--- src/rtl/cache_pkg.sv ---
package cache_pkg;
  typedef enum logic {
    POL_FIFO = 1'b0,
    POL_LRU  = 1'b1
  } repl_pol_e;
endpackage

--- src/rtl/tag_store.sv ---
module tag_store #(
  parameter int WAYS  = 4,
  parameter int SETS  = 2,
  parameter int TAG_W = 7,
  localparam int WAY_W = $clog2(WAYS),
  localparam int SET_W = (SETS > 1) ? $clog2(SETS) : 1
) (
  input  logic                   clk,
  input  logic                   rst,
  input  logic [SET_W-1:0]       rd_set,
  input  logic [TAG_W-1:0]       rd_tag,
  output logic [WAYS-1:0]        match_vec,
  output logic [WAYS-1:0]        valid_vec,
  output logic [WAYS-1:0][TAG_W-1:0] tag_vec,
  input  logic                   wr_en,
  input  logic [SET_W-1:0]       wr_set,
  input  logic [WAY_W-1:0]       wr_way,
  input  logic [TAG_W-1:0]       wr_tag
);
  logic [TAG_W-1:0] tag_mem [SETS*WAYS];
  logic [SETS-1:0][WAYS-1:0] vld_q;

  // tag array: no reset, single write port
  always_ff @(posedge clk) begin
    if (wr_en) tag_mem[{wr_set, wr_way}] <= wr_tag;
  end

  always_ff @(posedge clk) begin
    if (rst) vld_q <= '0;
    else if (wr_en) vld_q[wr_set][wr_way] <= 1'b1;
  end

  for (genvar w = 0; w < WAYS; w++) begin : g_way
    assign tag_vec[w]   = tag_mem[{rd_set, WAY_W'(w)}];
    assign valid_vec[w] = vld_q[rd_set][w];
    assign match_vec[w] = vld_q[rd_set][w] && (tag_vec[w] == rd_tag);
  end
endmodule

--- src/rtl/repl_engine.sv ---
module repl_engine #(
  parameter int WAYS = 4,
  parameter int SETS = 2,
  localparam int WAY_W = $clog2(WAYS),
  localparam int SET_W = (SETS > 1) ? $clog2(SETS) : 1
) (
  input  logic             clk,
  input  logic             rst,
  input  logic             use_lru,
  input  logic [SET_W-1:0] sel_set,
  input  logic [WAYS-1:0]  valid_vec,
  output logic [WAY_W-1:0] victim_way,
  input  logic             touch_en,
  input  logic             install,
  input  logic [WAY_W-1:0] touch_way
);
  logic [SETS-1:0][WAYS-1:0][WAY_W-1:0] age_q;
  logic [SETS-1:0][WAY_W-1:0]           fifo_q;

  logic             have_free;
  logic [WAY_W-1:0] free_way;
  logic [WAY_W-1:0] oldest_way;

  always_comb begin
    have_free = 1'b0;
    free_way  = '0;
    for (int w = WAYS - 1; w >= 0; w--) begin
      if (!valid_vec[w]) begin
        have_free = 1'b1;
        free_way  = WAY_W'(w);
      end
    end
  end

  always_comb begin
    oldest_way = '0;
    for (int w = 0; w < WAYS; w++) begin
      if (age_q[sel_set][w] == WAY_W'(WAYS - 1)) oldest_way = WAY_W'(w);
    end
  end

  always_comb begin
    if (have_free)    victim_way = free_way;
    else if (use_lru) victim_way = oldest_way;
    else              victim_way = fifo_q[sel_set];
  end

  // ages form a permutation of 0..WAYS-1 within each set
  for (genvar s = 0; s < SETS; s++) begin : g_set
    for (genvar w = 0; w < WAYS; w++) begin : g_age
      always_ff @(posedge clk) begin
        if (rst) begin
          age_q[s][w] <= WAY_W'(w);
        end else if (touch_en && sel_set == SET_W'(s)) begin
          if (touch_way == WAY_W'(w))
            age_q[s][w] <= '0;
          else if (age_q[s][w] < age_q[s][touch_way])
            age_q[s][w] <= age_q[s][w] + 1'b1;
        end
      end
    end

    always_ff @(posedge clk) begin
      if (rst) fifo_q[s] <= '0;
      else if (touch_en && install && sel_set == SET_W'(s))
        fifo_q[s] <= fifo_q[s] + 1'b1;
    end
  end
endmodule

--- src/rtl/stat_counters.sv ---
module stat_counters #(
  parameter int CNT_W = 16
) (
  input  logic             clk,
  input  logic             rst,
  input  logic             acc_inc,
  input  logic             miss_inc,
  output logic [CNT_W-1:0] acc_cnt,
  output logic [CNT_W-1:0] miss_cnt
);
  always_ff @(posedge clk) begin
    if (rst) begin
      acc_cnt  <= '0;
      miss_cnt <= '0;
    end else begin
      if (acc_inc)  acc_cnt  <= acc_cnt + 1'b1;
      if (miss_inc) miss_cnt <= miss_cnt + 1'b1;
    end
  end
endmodule

--- src/rtl/assoc_lookup_unit.sv ---
module assoc_lookup_unit #(
  parameter int ADDR_W = 12,
  parameter int LINE_B = 16,
  parameter int SETS   = 2,
  parameter int WAYS   = 4,
  parameter int CNT_W  = 16,
  localparam int OFF_W = $clog2(LINE_B),
  localparam int SET_W = (SETS > 1) ? $clog2(SETS) : 1,
  localparam int IDX_W = (SETS > 1) ? $clog2(SETS) : 0,
  localparam int TAG_W = ADDR_W - OFF_W - IDX_W,
  localparam int WAY_W = $clog2(WAYS)
) (
  input  logic              clk,
  input  logic              rst,
  input  logic              policy_lru,
  input  logic              req_valid,
  output logic              req_ready,
  input  logic [ADDR_W-1:0] req_addr,
  output logic              rsp_valid,
  output logic              rsp_hit,
  output logic [WAY_W-1:0]  rsp_way,
  output logic              rsp_evict_valid,
  output logic [TAG_W-1:0]  rsp_evict_tag,
  output logic [CNT_W-1:0]  access_count,
  output logic [CNT_W-1:0]  miss_count
);
  import cache_pkg::*;

  logic             accept;
  logic [SET_W-1:0] a_set;
  logic [TAG_W-1:0] a_tag;
  logic [WAYS-1:0]  match_vec, valid_vec;
  logic [WAYS-1:0][TAG_W-1:0] tag_vec;
  logic             is_hit;
  logic [WAY_W-1:0] hit_way, victim_way, pick_way;
  repl_pol_e        pol;

  assign accept = req_valid && req_ready;
  assign a_tag  = req_addr[ADDR_W-1 -: TAG_W];
  assign pol    = repl_pol_e'(policy_lru);

  if (SETS > 1) begin : g_idx
    assign a_set = req_addr[OFF_W +: SET_W];
  end else begin : g_noidx
    assign a_set = '0;
  end

  always_comb begin
    hit_way = '0;
    for (int w = 0; w < WAYS; w++) begin
      if (match_vec[w]) hit_way = WAY_W'(w);
    end
  end

  assign is_hit   = |match_vec;
  assign pick_way = is_hit ? hit_way : victim_way;

  tag_store #(.WAYS(WAYS), .SETS(SETS), .TAG_W(TAG_W)) u_tags (
    .clk       (clk),
    .rst       (rst),
    .rd_set    (a_set),
    .rd_tag    (a_tag),
    .match_vec (match_vec),
    .valid_vec (valid_vec),
    .tag_vec   (tag_vec),
    .wr_en     (accept && !is_hit),
    .wr_set    (a_set),
    .wr_way    (victim_way),
    .wr_tag    (a_tag)
  );

  repl_engine #(.WAYS(WAYS), .SETS(SETS)) u_repl (
    .clk        (clk),
    .rst        (rst),
    .use_lru    (pol == POL_LRU),
    .sel_set    (a_set),
    .valid_vec  (valid_vec),
    .victim_way (victim_way),
    .touch_en   (accept),
    .install    (!is_hit),
    .touch_way  (pick_way)
  );

  stat_counters #(.CNT_W(CNT_W)) u_stats (
    .clk      (clk),
    .rst      (rst),
    .acc_inc  (accept),
    .miss_inc (accept && !is_hit),
    .acc_cnt  (access_count),
    .miss_cnt (miss_count)
  );

  always_ff @(posedge clk) begin
    if (rst) begin
      req_ready       <= 1'b0;
      rsp_valid       <= 1'b0;
      rsp_hit         <= 1'b0;
      rsp_way         <= '0;
      rsp_evict_valid <= 1'b0;
      rsp_evict_tag   <= '0;
    end else begin
      req_ready <= 1'b1;
      rsp_valid <= accept;
      if (accept) begin
        rsp_hit         <= is_hit;
        rsp_way         <= pick_way;
        rsp_evict_valid <= !is_hit && valid_vec[victim_way];
        rsp_evict_tag   <= tag_vec[victim_way];
      end
    end
  end
endmodule

--- config.mk ---
export PLATFORM = sky130hd
export DESIGN_NAME = assoc_lookup_unit
export DESIGN_NICKNAME = d
export VERILOG_FILES = /design/src/rtl/cache_pkg.sv /design/src/rtl/tag_store.sv /design/src/rtl/repl_engine.sv /design/src/rtl/stat_counters.sv /design/src/rtl/assoc_lookup_unit.sv
export SDC_FILE = /design/constraint.sdc
export NUM_CORES = 1
export LEC_CHECK = 0
export BUFFER_PORTS_ARGS = -buffer_cell sky130_fd_sc_hd__buf_2
export CAP_MARGIN = 15
export CORE_MARGIN = 3
export CORE_UTILIZATION = 50
export DETAILED_ROUTE_END_ITERATION = 7
export PLACE_DENSITY_LB_ADDON = 0.08
export SKIP_LAST_GASP = 1
export SLEW_MARGIN = 0
export SYNTH_ARGS = -nofsm -noshare
export SYNTH_HDL_FRONTEND = slang
export SYNTH_SLANG_ARGS = --single-unit
--- constraint.sdc ---
create_clock -name clk -period 2.93 [get_ports clk]
set_input_delay 0.1465 -clock clk [delete_from_list [all_inputs] [get_ports clk]]
set_output_delay 0.1465 -clock clk [all_outputs]
set_load 0.005 [all_outputs]
# [After elaboration in Yosys (flattened, before gate mapping)]
# Memory sizes are Yosys's and may differ from the RTL's.
# Cells that the tools add are included.
[totals] regBits=73 ramBits=56 output_inout_bits=45 mem_count=1
[classes] n_addsub=12 magnitude_cmp=13 n_eq_ne=10 n_mux=54 bitwise_logic=2 reduce_logical=32
[memory_table] memory="u_tags.tag_mem" depth=8 width=7 rd=4 rd_ports_with_merged_regs=0 write_ports=1 line="tag_store.sv:20" text="logic [TAG_W-1:0] tag_mem [SETS*WAYS];"
[op_table] cell="$mux W2" count=31
[op_table] cell="$add A16 B1 Y16 const B" count=2
[op_table] cell="$eq A7 B7 Y1" count=4
[op_table] cell="$add A2 B1 Y2 const B" count=10
[op_table] cell="$lt A2 B2 Y1" count=8
[op_table] cell="$mux W8" count=2
[op_table] cell="$reduce_and A2 Y1" count=8
[op_table] cell="$reduce_bool A2 Y1" count=8
[op_table] cell="$bmux W7 S2" count=1
[op_table] cell="$logic_and A1 B1 Y1" count=13
[op_table] cell="$mux W4" count=3
[op_table] cell="$mux W1" count=11
[op_table] cell="$eq A2 B2 Y1 const B" count=5
[op_table] cell="$bmux W2 S2" count=2
[op_table] cell="$or A8 B8 Y8" count=1
[op_table] cell="$mux W7" count=1
[op_table] cell="$lt A2 B3 Y1 const B" count=2
[op_table] cell="$demux W4 S1" count=1
[op_table] cell="$reduce_or A4 Y1" count=1
[op_table] cell="$bmux W1 S2" count=1
[op_table] cell="$demux W1 S2" count=1
[op_table] cell="$eq A2 B1 Y1 const B" count=1
[op_table] cell="$ge A2 B1 Y1 const B" count=1
[op_table] cell="$logic_not A2 Y1" count=1
[op_table] cell="other kinds (4)" count=4

# [Longest topological paths before layout]
# Gate-level depths: netlist (run 1).
[depth] ltp_word=15 depth_mapped=17 mapped_depth_nobuf=10

# [Hierarchy]
# From an unflattened synthesis (run 1), not the netlist that was laid out.
[unflattened] cells_unflattened=571 hier_area_um2=6317.3
[by_module_without_submodules] mod="tag_store" n_inst=1 cells_per_inst=180 area_each_um2=2827.7 seq_area_each_um2=1841.8
[by_module_without_submodules] mod="stat_counters" n_inst=1 cells_per_inst=169 area_each_um2=1493.9 seq_area_each_um2=640.6
[by_module_without_submodules] mod="repl_engine" n_inst=1 cells_per_inst=154 area_each_um2=1312.5 seq_area_each_um2=400.4
[by_module_without_submodules] mod="assoc_lookup_unit" n_inst=1 cells_per_inst=68 area_each_um2=683.2 seq_area_each_um2=260.2

# [Worst setup path before layout (run 1)]
# OpenSTA, ideal clock, no wires.
[synth_path] kind="input to register" from="input req_addr[4]" to="register u_repl.age_q[6] (netlist bit)" arrival_ns=2.660 t_required_ns=2.810 slack_ns=0.150 cell_stages=14 n_path_buf=5 path_cell_list="buf_6 > buf_12 > buf_6 > buf_6 > o211ai_1 > o22ai_1 > a21boi_1 > nand2_1 > and2_4 > buf_6 > o21ai_2 > mux2i_2 > maj3_2 > a211o_1"
[synth_between] elab_chain_len=14
[synth_lines] element="from (decl)" line="assoc_lookup_unit.sv:18" text="input logic [ADDR_W-1:0] req_addr,"
[synth_lines] element="branches (longest 14 deep; another with $mem_v2 Z8 W7)"
[synth_lines] element="to (signal, indexed assignment)" line="repl_engine.sv:53" text="age_q[s][w] <= WAY_W'(w);"
[synth_lines] element="to (signal, indexed assignment)" line="repl_engine.sv:58" text="age_q[s][w] <= age_q[s][w] + 1'b1;"
[synth_lines] element="to (decl)" line="repl_engine.sv:17" text="logic [SETS-1:0][WAYS-1:0][WAY_W-1:0] age_q;"
# Parallel ways; which one is timed is not known. The select of a mux whose other input is x is not followed.
# A chain may end at the register's enable or synchronous reset.

==> run_results.csv, run 1 <==
group,metric,value,unit
global_routing,grt_usage,23.3,%
synth,syn-num-nets,660,
cts,cts_buffers,17,
synth,syn_area_per_cell,10.2,um2
place,place_ws,-0.0960,ns
drt,wl_per_cell,17.4,um
sta,finalClockSkew,0.00691,ns
synth,synth_top_area_share,25.8,%
floorplan,die_h,120,um
sta,tightest_slew,0.656,ns
drt,wl,16400,um
power_and_ir_drop,p_per_area,544,mW/mm2
floorplan,rows,41,
synth,yosys.cell_types.count,69,
power_and_ir_drop,leakagePower,3.19,nW
synth,netlist_area,0.00652,mm2
floorplan,die-area,0.0145,mm2
global_routing,grt_pass1_vias,5164,
synth,synth_xor_area_share,8.19,%
cts,cts_num_sinks,129,
place,gp_congestion,0.874,
cells_and_area,final_nets,776,
global_routing,grt_pass1_wl,26200,um
synth,ys_seq_area_share,48.2,%
synth,synthCells,642,
cells_and_area,diodes,0,
sta,timing.setup.tns,0,ns
global_routing,grt_max_degree,40,
synth,synth_area_leaders,"edfxtp_1 26%, dfxtp_1 22%, mux2i_1 5.1%",
synth,dominantRegCellSynth,"dfxtp_1",
power_and_ir_drop,ir_drop,0.463,mV
cts,clkLatencyLatePin,0.42,ns
sta,min_period,2.78,ns
setup_path,cp-end-kind,"flop",
setup_path,startpoint_type,"flop",
synth,synth.mux.area_fraction,9.76,%
global_routing,antenna_found_initial,0,
cts,htreeDepth,4,
sta,worst_slack,0.146,ns
cts,clkSlewWorstSetupHoldPaths,0.06,ns
synth,yosys.area.top_type,"edfxtp_1",
synth,synth_top_family_by_area,"simple AND/OR/NAND/NOR gates",
cts,cts_tree,"built",
worst_hold_path,hold_class,"input port to flop",
run_status,status,"complete, no violations",
cells_and_area,fin_util,63.9,%
global_routing,grt_overflow,0,
cts,cts_root_buf,"clkbuf_16",
sta,slew_headroom,56.3,%
synth,synth.most_common_cell,"nor2_1",
drt,vias_per_cell,5.58,
place,dp_hpwl,11600,um
floorplan,initial_utilization,51.5,%
cts,clock_path_buffers,2,
sta,period_share,95.0,%
synth,synth_fa_ha_area_share,0.882,%
floorplan,design.core.area,0.0127,mm2
place,port_buffers,56,
setup_path,crit_arrival,3.11,ns
sta,max_freq,0.359,GHz
place,placedCellCount,909,
cells_and_area,syn2layout_area_growth,24.2,%
drt,route.antenna.remaining_nets,0,
setup_path,path_max_fanout,14,
drt,drt_iter0_markers,409,
sta,final_max_slew_viol_count,0,
cells_and_area,fin_cells,943,
drt,num_vias,5262,
drt,drcViolationCount,0,
synth,synth_edf_count,56,
setup_path,crit_type,"flop to flop",
sta,hold_violations,0,
synth,synth_common_cells,"75 x nor2_1, 73 x dfxtp_1, 56 x edfxtp_1, 54 x nand2_1, 33 x mux2i_1",
synth,yosys.area_share.simple,17.4,%
cells_and_area,drive_gt1_share,26.3,%
setup_path,critical_path_required,3.26,ns
floorplan,io_pins,61,
drt,drt_pass1_iterations,5,
floorplan,die_x,120,um
flow_run,maxCapViolCount,0,
synth,async_flop_share,0,%
synth,synth_warnings,0,
synth,ys_seq_elements,129,
sta,setup_violations,0,
synth,synth_compound_area_share,10.7,%
[through the flow]
step           cell area [um2]  hold WS (ns)  total power, mW
2_1_floorplan             6520         0.245             2.16
3_3_place_gp              7420         0.471             2.29
3_5_place_dp              7420         0.475             2.29
4_1_cts                   8020        0.0552             4.44
5_1_grt                   8100        0.0726             4.56
6_report                  8100        0.0724             4.41
[path summary, 6_finish.rpt]
path / start / end / slack, ns / cells after the start
min: req_addr[7] / u_tags.tag_mem[6][2]$_DFFE_PP_ / 0.07 / 1
max reg2reg: u_tags.tag_mem[4][3]$_DFFE_PP_ / u_repl.age_q[14]$_SDFFE_PP1P_ / 0.15 / 11
max: u_tags.tag_mem[4][3]$_DFFE_PP_ / u_repl.age_q[14]$_SDFFE_PP1P_ / 0.15 / 11
min reg2reg: rsp_evict_valid$_SDFFE_PP0P_ / rsp_evict_valid$_SDFFE_PP0P_ / 0.48 / 2
[metal layers]
metal,part of all wire [%],GRT usage (%),up-vias
met5,0,0,-
met4,1.2,6.59,0
met3,4.4,5.66,17
met2,50,39.9,143
met1,44,29.5,2543
li1,-,-,2559
[power breakdown]
group	switching, mW	leakage [nW]	internal (mW)
Combinational	0.189	1.81	0.154
Sequential	0.0191	1.10	1.90
Clock	0.789	0.283	1.36
Total	0.996	3.19	3.41
[placed cells by master (no fill, tap or decap), types with 30 or more instances in the layout]
master,count
buf_4,81
nor2_1,75
dfxtp_1,73
buf_2,56
edfxtp_1,56
nand2_1,54
mux2i_1,31
xnor2_1,31
xor2_1,30
nand3_1,30
[logic make-up (layout without fill, tap and decap cells)]
group,after synthesis,after routing
compound gates,102,102
xor+xnor,61,61
fa+ha+maj,5,5
buf+inv,62,191
flops,129,129
mux,48,48
simple gates,235,235
[critical path: stages (launching register included)]
cell and delay, ns:
edfxtp_1 0.37, mux2i_2 0.22, xor2_1 0.22, nor4bb_4 0.35
and2_1 0.18, o211ai_1 0.12, and2_1 0.18, buf_12 0.16
buf_4 0.14, and3_1 0.15, or3_1 0.37, o311ai_1 0.22
[area by class of cell]
type | instances | area [um2]
inverters | 19 | 71.3
well taps | 172 | 215
clock inverters | 13 | 159
flip-flops and latches | 129 | 3140
clock buffers | 19 | 443
multi-input cells | 451 | 3120
fillers | 1072 | 4570
repair buffers | 140 | 948
[what timing repair did]
| item | CTS | global route |
|---|---|---|
| setup buffers | 0 | 2 |
| endpoints found under the setup margin | 0 | 17 |
| hold buffers | 0 | 0 |
| resized for setup | 0 | 11 |
[sequential cells by signal, indices dropped and copies added (netlist names)]
name	flops
u_stats.miss_cnt	16
u_tags.vld_q	8
u_repl.fifo_q	4
rsp_hit	1
u_tags.tag_mem	56
u_stats.acc_cnt	16
rsp_evict_valid	1
u_repl.age_q	16
req_ready	1
rsp_valid	1
rsp_way	2
rsp_evict_tag	7
(Power assumes the default switching activity.)
==> run 2: changes to the inputs <==
--- a/config.mk
+++ b/config.mk
@@ -5,9 +5,9 @@
 export SDC_FILE = /design/constraint.sdc
 export NUM_CORES = 1
 export LEC_CHECK = 0
+export ABC_AREA = 1
 export BUFFER_PORTS_ARGS = -buffer_cell sky130_fd_sc_hd__buf_2
 export CAP_MARGIN = 15
-export CORE_MARGIN = 3
 export CORE_UTILIZATION = 50
 export DETAILED_ROUTE_END_ITERATION = 7
 export PLACE_DENSITY_LB_ADDON = 0.08
==> constraint.sdc (replaced) <==
create_clock -name clk -period 2.93 [get_ports clk]
set_input_delay 0.293 -clock clk [delete_from_list [all_inputs] [get_ports clk]]
set_output_delay 0.293 -clock clk [all_outputs]
set_load 0.005 [all_outputs]
==> run 2 against run 1 <==
Against the previous run: synthesized cell count grew 42%; first-iteration DRC count up 34%; highest routed layer unchanged; sequential share of layout area is 1.6 points higher; critical path depth grew 6; non-clock buffer count down 53; synthesized area is 1.4% higher; via count increased by 13%.
==> run_results.csv, run 2 <==
group,metric,value,unit
setup_path,crit_start,"u_repl.age_q[7]$_SDFFE_PP1P_",
worst_hold_path,whs_path_depth,1,
synth,syn-num-nets,928,
synth,synth_fa_ha_area_share,0.378,%
sta,fin_worst_hold_slack,0.256,ns
drt,num_vias,5953,
sta,rsz0062_at_grt,"false",
cts,htreeDepth,4,
cts,clkSlewWorstSetupHoldPaths,0.06,ns
synth,synth_xor_area_share,0.132,%
drt,route.antenna.remaining_nets,0,
cts,holdBufCountCts,0,
synth,async_flop_share,0,%
synth,yosys.area_share.simple,36.6,%
global_routing,grt_usage,24.8,%
cells_and_area,largest_reg_flops,56,
cts,cts_resized,0,
floorplan,design.core.area,0.0128,mm2
synth,syn_area_per_cell,7.27,um2
synth,ys_seq_area_share,47.5,%
cts,cts_buffers,17,
power_and_ir_drop,ir_drop,0.459,mV
setup_path,crit_arrival,2.71,ns
sta,max_freq,0.416,GHz
sta,slew_headroom,44.8,%
drt,wl,16000,um
synth,synth_top_family_by_area,"simple AND/OR/NAND/NOR gates",
synth,synth.most_common_cell,"nand2_1",
place,port_buffers,56,
floorplan,die_h,117,um
drt,vias_per_cell,5.06,
cells_and_area,syn2layout_area_growth,17.7,%
power_and_ir_drop,combPwrFrac,7.7,%
drt,drt_iter0_markers,547,
cts,clock_path_buffers,2,
floorplan,die_x,117,um
floorplan,initial_utilization,51.8,%
cts,cts_tree,"built",
cells_and_area,drive_gt1_share,14.3,%
sta,hold_violations,0,
cells_and_area,fin_util,61.0,%
power_and_ir_drop,seqPwrFrac,44.7,%
synth,synth_warnings,0,
setup_path,reg2reg_depth,17,
floorplan,rows,41,
floorplan,io_pins,61,
synth,synth_common_cells,"294 x nand2_1, 112 x nand3_1, 109 x nor2_1, 97 x inv_1, 73 x dfxtp_1",
synth,netlist_area,0.00662,mm2
power_and_ir_drop,clock_power_share,47.7,%
synth,synth.mux.area_fraction,0,%
cells_and_area,final_cell_mix,"294 x nand2_1, 112 x nand3_1, 109 x nor2_1",
cells_and_area,final_common_cell,"nand2_1",
flow_run,maxCapViolCount,0,
synth,ys_seq_elements,129,
cts,clkLatencyLatePin,0.42,ns
setup_path,startpoint_type,"flop",
sta,finalClockSkew,0.00737,ns
sta,timing.setup.tns,0,ns
place,dp_hpwl,11300,um
place,gp_congestion,0.885,
sta,setup_violations,0,
cts,cts_root_buf,"clkbuf_16",
setup_path,regToRegStartpoint,"u_repl.age_q[7]$_SDFFE_PP1P_",
synth,synth_compound_area_share,7.47,%
sta,min_period,2.41,ns
drt,drt_pass1_iterations,5,
global_routing,grt_overflow,0,
sta,final_max_slew_viol_count,0,
worst_hold_path,hold_class,"input port to flop",
power_and_ir_drop,p_int,3.26,mW
synth,synth_area_leaders,"edfxtp_1 25%, dfxtp_1 22%, nand2_1 17%",
setup_path,crit_type,"flop to flop",
synth,yosys.cell_types.count,42,
sta,tightest_slew,0.824,ns
sta,period_share,82.1,%
power_and_ir_drop,switchingPower,1.03,mW
cts,postCtsSetupBuffers,0,
run_status,status,"complete, no violations",
cells_and_area,diodes,0,
setup_path,path_max_fanout,10,
floorplan,die-area,0.0137,mm2
cells_and_area,regMostFlops,"u_tags.tag_mem",
cts,cts_num_sinks,129,
synth,synthCells,910,
global_routing,grt_pass1_vias,5140,
cells_and_area,final_nets,1009,
worst_hold_path,hp-start,"req_addr[11]",
global_routing,grt_pass1_wl,25600,um
synth,synth_edf_count,56,
synth,dominantRegCellSynth,"dfxtp_1",
setup_path,critical_path_required,3.23,ns
power_and_ir_drop,leakagePower,3.54,nW
power_and_ir_drop,p_per_area,552,mW/mm2
setup_path,reg2reg_slack,0.52,ns
drt,wl_per_cell,13.6,um
synth,yosys.area.top_type,"edfxtp_1",
global_routing,grt_max_degree,39,
power_and_ir_drop,swShare,24.1,%
setup_path,cp-end-kind,"flop",
drt,drcViolationCount,0,
global_routing,antenna_found_initial,0,
synth,synth_top_area_share,25.4,%
==> run 2: logic make-up (layout without fill, tap and decap cells) <==
| logic type | count (synthesis) | count (layout) |
|---|---|---|
| AND/OR/NAND/NOR | 567 | 567 |
| flip-flops | 129 | 129 |
| buffers and inverters | 126 | 220 |
| AO/OA/AOI/OAI | 85 | 85 |
| adder cells (fa/ha/maj) | 2 | 2 |
| XOR/XNOR | 1 | 1 |
==> run 2: final timing paths <==
kind | to
setup / recovery | u_repl.age_q[13]$_SDFFE_PP1P_
hold / removal | u_tags.tag_mem[0][6]$_DFFE_PP_
setup reg to reg | u_repl.age_q[13]$_SDFFE_PP1P_
hold reg to reg | u_stats.acc_cnt[15]$_SDFFE_PP0P_
==> run 2: final cells by class <==
cell class                 count  area [um2]
sequential                   129        3140
clock buffer                  19         433
multi-input combinational    655        2950
clock inverter                13         139
inverter                     101         379
tap                          172         215
timing repair buffer          87         526
fill                        1201        4990
==> run 2: worst max-delay path, stage by stage, from the launching register on <==
cell,delay (ns)
dfxtp_1,0.43
nand2_1,0.12
nor2_1,0.12
nor2_1,0.07
nand2_1,0.07
nand2_1,0.08
a21oi_2,0.17
nand3_1,0.14
nand2_1,0.16
inv_2,0.12
nand3_1,0.10
nand2_1,0.07
nor2_2,0.19
nand3_1,0.10
nand2_1,0.10
nand3_1,0.10
nand2_1,0.10
nand3_1,0.06
==> run 2: power by group through the flow <==
| stage | clock (mW) | combinational [mW] | sequential (mW) |
|---|---|---|---|
| finish | 2.05 | 0.329 | 1.92 |
| global route | 2.16 | 0.369 | 1.92 |
| CTS | 2.08 | 0.328 | 1.92 |
| detailed placement | 0 | 0.326 | 1.96 |
| global placement | 0 | 0.325 | 1.96 |
| floorplan | 0 | 0.214 | 1.96 |
==> run 2: stage by stage <==
step                worst slack [ns]  area (um2)  cells  power [mW]
floorplan                      0.654        6620    910        2.17
global placement               0.210        7210   1144        2.28
detailed placement             0.170        7210   1144        2.28
CTS                            0.552        7790   1176        4.33
global route                   0.224        7790   1176        4.45
finish                         0.523        7790   1176        4.30
==> run 2: per-layer routing <==
layer	vias to the layer above	GRT usage (%)	share of wire, %
li1	3129	-	-
met1	2671	35.2	49
met2	143	37.4	44
met3	10	7.00	6.2
met4	0	6.08	0.74
met5	-	0	0
